===== config.mk =====
export PLATFORM = sky130hd
export DESIGN_NAME = precharge_gap_ctrl
export DESIGN_NICKNAME = d
export VERILOG_FILES = /design/src/rtl/pgap_pkg.sv /design/src/rtl/pgap_regfile.sv /design/src/rtl/pgap_srflag.sv /design/src/rtl/pgap_timer.sv /design/src/rtl/precharge_gap_ctrl.sv
export SDC_FILE = /design/constraint.sdc
export NUM_CORES = 1
export LEC_CHECK = 0
export BUFFER_PORTS_ARGS = -buffer_cell sky130_fd_sc_hd__buf_2
export CORE_MARGIN = 5
export CORE_UTILIZATION = 50
export CTS_CLUSTER_SIZE = 14
export DETAILED_ROUTE_END_ITERATION = 7
export HOLD_SLACK_MARGIN = 0.05
export PLACE_DENSITY = 0.82
export SLEW_MARGIN = 0
export SYNTH_ARGS = -nofsm -noshare
export SYNTH_HDL_FRONTEND = slang
export SYNTH_SLANG_ARGS = --single-unit

===== constraint.sdc =====
create_clock -name clk -period 3.3 [get_ports clk]
set_clock_uncertainty 0.05 [all_clocks]
set_input_delay 0 -clock clk [delete_from_list [all_inputs] [get_ports clk]]
set_output_delay 0 -clock clk [all_outputs]
set_load 0.02 [all_outputs]

===== src/rtl/pgap_pkg.sv =====
package pgap_pkg;

  localparam int unsigned WORD_W   = 16;
  localparam int unsigned CODE_W   = 2;
  localparam int unsigned RSVD_BIT = 7;

  // Every writable bit is set; the read-only bit is cleared.
  localparam logic [WORD_W-1:0] WR_MASK = ~(WORD_W'(1) << RSVD_BIT);

  // Longest gap comes from the stretched table at the top code.
  localparam int unsigned MAX_CODE = (1 << CODE_W) - 1;
  localparam int unsigned MAX_GAP  = 3 * MAX_CODE + 2;
  localparam int unsigned GAP_W    = $clog2(MAX_GAP + 1);

  typedef logic [GAP_W-1:0] gap_t;

  typedef struct packed {
    logic [1:0] pchg;      // 15:14 gap code, the only field with timing
    logic [1:0] rcd;       // 13:12
    logic [1:0] wr_lat;    // 11:10
    logic [1:0] ras_act;   // 9:8
    logic       rsvd;      // 7, always 0
    logic       burst;     // 6
    logic       size;      // 5
    logic [1:0] amux;      // 4:3
    logic       rf_en;     // 2
    logic       rf_mode;   // 1
    logic       edo;       // 0
  } ctl_word_t;

  // Normal table: code + 1; stretched table: 3*code + 2.
  function automatic gap_t gap_len(input logic [CODE_W-1:0] code,
                                   input logic stretched);
    int unsigned c;
    c = int'(code);
    if (stretched) gap_len = GAP_W'(3 * c + 2);
    else           gap_len = GAP_W'(c + 1);
  endfunction

endpackage


===== src/rtl/pgap_regfile.sv =====
module pgap_regfile
  import pgap_pkg::*;
#(
  parameter int unsigned W = WORD_W
) (
  input  logic              clk,
  input  logic              por_n,
  input  logic              we,
  input  logic [W-1:0]      wdata,
  output logic [W-1:0]      rdata,
  output logic [CODE_W-1:0] pchg_code
);

  ctl_word_t word_q;

  // Only the power-on reset reaches this register.
  always_ff @(posedge clk or negedge por_n) begin
    if (!por_n)  word_q <= '0;
    else if (we) word_q <= ctl_word_t'(wdata & WR_MASK);
  end

  assign rdata     = W'(word_q);
  assign pchg_code = word_q.pchg;

endmodule


===== src/rtl/pgap_srflag.sv =====
module pgap_srflag (
  input  logic clk,
  input  logic rst_n,
  input  logic set_i,
  input  logic consume_i,
  output logic flag_o
);

  always_ff @(posedge clk or negedge rst_n) begin
    if (!rst_n)         flag_o <= 1'b0;
    else if (set_i)     flag_o <= 1'b1;
    else if (consume_i) flag_o <= 1'b0;
  end

endmodule


===== src/rtl/pgap_timer.sv =====
module pgap_timer
  import pgap_pkg::*;
(
  input  logic              clk,
  input  logic              rst_n,
  input  logic              start_i,
  input  logic [CODE_W-1:0] code_i,
  input  logic              stretch_i,
  output logic              ready_o,
  output logic              done_str_o
);

  gap_t cnt_q;
  logic str_q;

  // The code and the table choice are captured at the start edge.
  always_ff @(posedge clk or negedge rst_n) begin
    if (!rst_n) begin
      cnt_q <= '0;
      str_q <= 1'b0;
    end else if (start_i) begin
      cnt_q <= gap_len(code_i, stretch_i);
      str_q <= stretch_i;
    end else if (cnt_q != '0) begin
      cnt_q <= cnt_q - gap_t'(1);
    end
  end

  assign ready_o    = (cnt_q == '0);
  // Fires in the last cycle of a stretched gap that is not being restarted.
  assign done_str_o = (cnt_q == gap_t'(1)) && str_q && !start_i;

endmodule


===== src/rtl/precharge_gap_ctrl.sv =====
module precharge_gap_ctrl
  import pgap_pkg::*;
(
  input  logic              clk,
  input  logic              por_n,
  input  logic              mrst_n,
  input  logic              bus_we,
  input  logic [WORD_W-1:0] bus_wdata,
  output logic [WORD_W-1:0] bus_rdata,
  input  logic              pre_start,
  input  logic              sr_exit,
  output logic              act_ok
);

  logic              tmr_rst_n;
  logic [CODE_W-1:0] code;
  logic              sr_flag;
  logic              done_str;

  assign tmr_rst_n = por_n & mrst_n;

  pgap_regfile #(.W(WORD_W)) u_reg (
    .clk       (clk),
    .por_n     (por_n),
    .we        (bus_we),
    .wdata     (bus_wdata),
    .rdata     (bus_rdata),
    .pchg_code (code)
  );

  pgap_srflag u_flag (
    .clk       (clk),
    .rst_n     (tmr_rst_n),
    .set_i     (sr_exit),
    .consume_i (done_str),
    .flag_o    (sr_flag)
  );

  pgap_timer u_tmr (
    .clk        (clk),
    .rst_n      (tmr_rst_n),
    .start_i    (pre_start),
    .code_i     (code),
    .stretch_i  (sr_flag | sr_exit),
    .ready_o    (act_ok),
    .done_str_o (done_str)
  );

endmodule


==> impl_metrics.ini, run 1 <==
[outcome]
run_status = completed

[worst_setup_path]
cp-start-kind = register
path_cells = inv_1 -> ha_1 -> nand2_1 -> o41ai_1 -> nand2b_1 -> dlygate4sd3_1
crit_arrival_ns = 1.92
rrSetupSlack_ns = 1.51
cp_top_family = buffers and inverters
cp_max_fo = 3
slowest_stage = dlygate4sd3_1
crit_path_end_kind = register
cp_slowest_stage_delay_ns = 0.57
timing.rr.start = u_tmr.cnt_q[1]
path_class = reg -> reg
path_buf_inv = 2
cp.required_ns = 3.43
rr_endpoint = u_flag.flag_o
worstRegToRegCells = 6

[clocking]
clock_sinks = 21
cts_buffer_depth = 2
clock_latency_ns = 0.30
cts_buffers = 3
root_buffer = clkbuf_4
cts-resized-gates = 0
cts.clk_slew.worst_paths_ns = 0.12
cts_tree = yes
htree_levels = 1

[floorplan]
dieArea_um2 = 2926
core_um2 = 1902
start_util_pct = 51.12
die_h_um = 54.10
num_rows = 16
ios = 39
die_w_um = 54.10

[timing]
setup_viol = 0
final_hold_viol_count = 0
final_max_slew_viol_count = 0
min_period_over_period_pct = 54.15
fmax_ghz = 0.5596
final.setup.tns_ns = 0
rsz0062_at_grt = false
min_period_ns = 1.787

[placement]
dp.cells = 133
dpl.hpwl_mm = 1.453
port_buffers = 36
place_congestion = 0.7364
post_dp_cell_area_um2 = 1161

[global_route]
grt_max_degree = 17
grt_pass1_vias = 841
grt_usage_pct = 18.03
antenna_found_initial = 0
overflow = 0
grt_pass1_wl_mm = 3.650

[final_layout]
layout_commonest_cell = buf_2
post-route-util_pct = 73.16
drive_gt1_share_pct = 44.62
final_cell_mix = buf_2 (36), dfrtp_1 (21), dlygate4sd3_1 (20)
stdcell_area_um2 = 1391
area_growth_pct = 43.11
fillers = 126
stdcell_count = 158
num-nets-final = 157

[pwr]
switching_share_pct = 31.78
clkPwrFrac_pct = 17.4
combinationalPowerShare_pct = 34.3
cellPowerDensity_nw_per_um2 = 489.1
p_leak_nw = 0.6611
p_seq_share_pct = 48.3
p_sw_mw = 0.2162
p_int_mw = 0.4643
ir_drop_mv = 0.3513

[detailed_routing]
firstDrtPassIters = 4
detail_route.wl_per_cell_um = 13.66
wirelength_mm = 2.159
drt-initial-drc-count = 7
ant_nets = 0
drc = 0
num_vias = 755
via_per_inst = 4.778

[synth]
ys_warn_count = 0
syn_nets = 100
ys_types = 24
synth_seq_cells = 21
ys_seq_area_share_pct = 54.05
syn_inst = 74
synth_area_um2 = 972.2
syn_area_per_cell_um2 = 13.14

[flow_run]
drv_cap = 0

[min_path]
hold_path.class = in -> async
cell type report:
cell class | instances | area, um^2 | area share [%]
inverter | 3 | 11.26 | 0.8094
clock inverter | 1 | 5.005 | 0.3597
multi-input combinational | 46 | 410.4 | 29.50
tap | 27 | 33.78 | 2.428
antenna | 1 | 2.502 | 0.1799
timing repair buffer | 56 | 380.4 | 27.34
sequential | 21 | 525.5 | 37.77
clock buffer | 3 | 22.52 | 1.619
Yosys cell counts:
master    number  area [um^2]
a21oi_1        2        10.01
and2_1         1        6.260
and3b_2        1        10.01
buf_2          2        10.01
buf_4          2        15.01
conb_1         1        3.750
dfrtp_1       21        525.5
ha_1           4        50.05
inv_1          3        11.26
mux2_2        14        157.7
mux2_4         1        15.01
mux2i_1        3        30.03
nand2_1        4        15.01
nand2b_1       1        6.260
nor2_1         1        3.750
nor2_2         1        6.260
nor2b_1        1        6.260
nor3_1         3        15.01
nor3b_4        1        18.77
o21ai_0        1        5.000
o221ai_1       1        8.760
o41ai_1        1        8.760
or2b_1         1        7.510
xnor2_1        3        26.28
power by group through the flow:
stage | clock network, mW | registers [mW] | logic [mW]
3_3_place_gp | 0 | 0.330 | 0.206
6_report | 0.118 | 0.329 | 0.233
4_1_cts | 0.124 | 0.328 | 0.236
2_1_floorplan | 0 | 0.352 | 0.135
3_5_place_dp | 0 | 0.333 | 0.216
5_1_grt | 0.133 | 0.334 | 0.262
repair_timing:
action,in CTS,in global routing
endpoints found under the setup margin,0,0
hold buffers,20,0
setup buffers,0,0
hold endpoints to repair,42,0
flip-flops by register name, summed over array words and instances (netlist names):
register / cells
u_flag.flag_o: 1
u_tmr.cnt_q: 4
u_reg.rdata: 13
u_reg.pchg_code: 2
u_tmr.str_q: 1
cells by family after synthesis:
family          synth area share, %
flops                         54.05
mux                           20.85
simple gates                  9.782
buf+inv                       3.732
compound gates                3.346
fa+ha+maj                     5.148
xor+xnor                      2.703
other cells                  0.3857
how the worst max path moves through the flow:
stage / from / end / slack [ns] / cells after the start
floorplan: u_tmr.cnt_q[0] / u_tmr.cnt_q[1] / 1.73 / 5
global placement: u_tmr.cnt_q[0] / u_tmr.cnt_q[1] / 1.82 / 5
detailed placement: u_tmr.cnt_q[0] / u_tmr.cnt_q[1] / 1.79 / 5
CTS: u_tmr.cnt_q[1] / u_flag.flag_o / 1.54 / 6
global route: u_tmr.cnt_q[1] / u_flag.flag_o / 1.46 / 6
finish: u_tmr.cnt_q[1] / u_flag.flag_o / 1.51 / 6
per-stage QoR:
stage	hold WS (ns)	total power [mW]	setup WS, ns
6_report	0.06876	0.6805	1.513
5_1_grt	0.09548	0.7288	1.456
4_1_cts	0.07208	0.6879	1.535
3_5_place_dp	-0.1298	0.5489	1.788
3_3_place_gp	-0.1343	0.5367	1.824
2_1_floorplan	-0.3456	0.4863	1.728
layer usage:
metal / vias to the layer above / share of wire [%] / GRT usage [%]
li1: 364 / - / -
met1: 366 / 36 / 19.54
met2: 23 / 55 / 31.45
met3: 2 / 8.1 / 5.817
met4: 0 / 0.56 / 8.714
met5: - / 0 / 0
(Power assumes the default switching activity.)
==> run 2, diff against run 1 <==
CORE_UTILIZATION = 42   (was 50)
PLACE_DENSITY = 0.74   (was 0.82)
clock period = 1.6 ns   (was 3.3 ns; I/O delays follow)
==> impl_metrics.ini, run 2 (synthesized netlist as in run 1, its figures left out) <==
[global_route]
grt_pass1_wl_mm = 3.560
grt_max_degree = 17
grt_pass1_vias = 835
overflow = 0
antenna_found_initial = 0
grt_usage_pct = 13.53

[detailed_routing]
detail_route.wl_per_cell_um = 12.78
via_per_inst = 4.786
firstDrtPassIters = 4
drc = 0
drt-initial-drc-count = 6
num_vias = 761
ant_nets = 0
wirelength_mm = 2.032

[clocking]
cts.clk_slew.worst_paths_ns = 0.12
clock_latency_ns = 0.30
htree_levels = 1
cts_buffers = 3
clock_sinks = 21
cts_tree = yes
cts_buffer_depth = 2
root_buffer = clkbuf_4

[timing]
setup_viol = 0
min_period_over_period_pct = 94.18
final.setup.tns_ns = 0
hold-worst-slack_ns = 0.06471
fmax_ghz = 0.6636
final_max_slew_viol_count = 0
rsz0062_at_grt = false
min_period_ns = 1.507
final_hold_viol_count = 0

[final_layout]
drive_gt1_share_pct = 45.04
n_antenna_cell = 0
multiInputGateArea_um2 = 410.4
fillers = 182
num-nets-final = 158
area_growth_pct = 44.02
layout_commonest_cell = buf_2
regArea_um2 = 525.5
stdcell_area_um2 = 1400
largest_register_ffs = 13
final_cell_mix = buf_2 (35), dfrtp_1 (21), dlygate4sd3_1 (20)

[floorplan]
num_rows = 17
die_w_um = 58.11
dieArea_um2 = 3377
die_h_um = 58.11
ios = 39
start_util_pct = 43.95
core_um2 = 2212

[worst_setup_path]
cp_max_fo = 4
crit_arrival_ns = 1.69
crit_path_end_kind = register
cp-start-kind = register
cp.required_ns = 1.78
path_class = reg -> reg

[min_path]
hold_path.class = in -> reg

[placement]
place_congestion = 0.8240
port_buffers = 36
post_dp_cell_area_um2 = 1162
dpl.hpwl_mm = 1.407

[pwr]
cellPowerDensity_nw_per_um2 = 1011
ir_drop_mv = 0.7150
p_leak_nw = 0.6676

[flow_run]
drv_cap = 0

[outcome]
run_status = completed
==> run 2: cell types whose count changed in the layout (fill, tap and decap cells not counted) <==
cell / before / now
diode_2: 1 / 0
buf_4: 0 / 2
buf_2: 36 / 35
==> run 2: worst paths after layout <==
path                                start                 end  slack, ns  cells after the start
max reg2reg                u_tmr.cnt_q[0]      u_tmr.cnt_q[1]       0.09                      5
min in group asynchronous           por_n      u_reg.rdata[6]       0.08                      2
max in group asynchronous           por_n      u_tmr.cnt_q[2]       0.86                      3
min                                bus_we  u_reg.pchg_code[1]       0.06                      2
min reg2reg                u_reg.rdata[4]      u_reg.rdata[4]       0.46                      1
max                        u_tmr.cnt_q[0]      u_tmr.cnt_q[1]       0.09                      5
==> run 2: area by class of cell <==
| type | instances | area share, % |
|---|---|---|
| multi-input cells | 46 | 29.31 |
| clock buffers | 3 | 1.609 |
| repair buffers | 57 | 27.88 |
| inverters | 3 | 0.8043 |
| well taps | 28 | 2.502 |
| clock inverters | 1 | 0.3575 |
| flip-flops and latches | 21 | 37.53 |
==> run 2: repair_timing <==
| action | 4_1_cts | 5_1_grt |
|---|---|---|
| hold buffers | 20 | 0 |
| gates resized for setup | 0 | 1 |
| buffers inserted | 0 | 1 |
| setup endpoints to repair | 0 | 2 |
| endpoints found under the hold margin | 42 | 0 |
==> run 2: power by group <==
part / internal (mW) / total (mW) / switching (mW) / leakage (nW)
clock: 0.0931 / 0.249 / 0.156 / 0.0177
combinational: 0.263 / 0.490 / 0.227 / 0.404
sequential: 0.612 / 0.677 / 0.0650 / 0.246
==> run 2: worst max-delay path, stage by stage (launching register included) <==
cell and delay [ns]:
dfrtp_1 0.42, inv_1 0.09, ha_1 0.20, nor3b_4 0.24
mux2_4 0.32, mux2i_1 0.11
==> run 2: routing by layer <==
layer	track usage [%]	part of all wire (%)	wire length, um
met5	0	0	0
met4	3.974	0	0
met3	3.341	7.7	157
met2	25.81	54	1107
met1	14.53	38	768
==> run 2: metrics by stage <==
step                      cells  total power [mW]  util, %  worst slack (ns)
final                       159             1.416    63.29           0.09318
after global routing        159             1.522    63.29         0.0006154
after CTS                   158             1.417    62.84           0.05400
after detailed placement    134             1.129    52.55           0.07963
after global placement      134             1.109    52.55            0.1358
after floorplan              74             1.003        -           0.02827
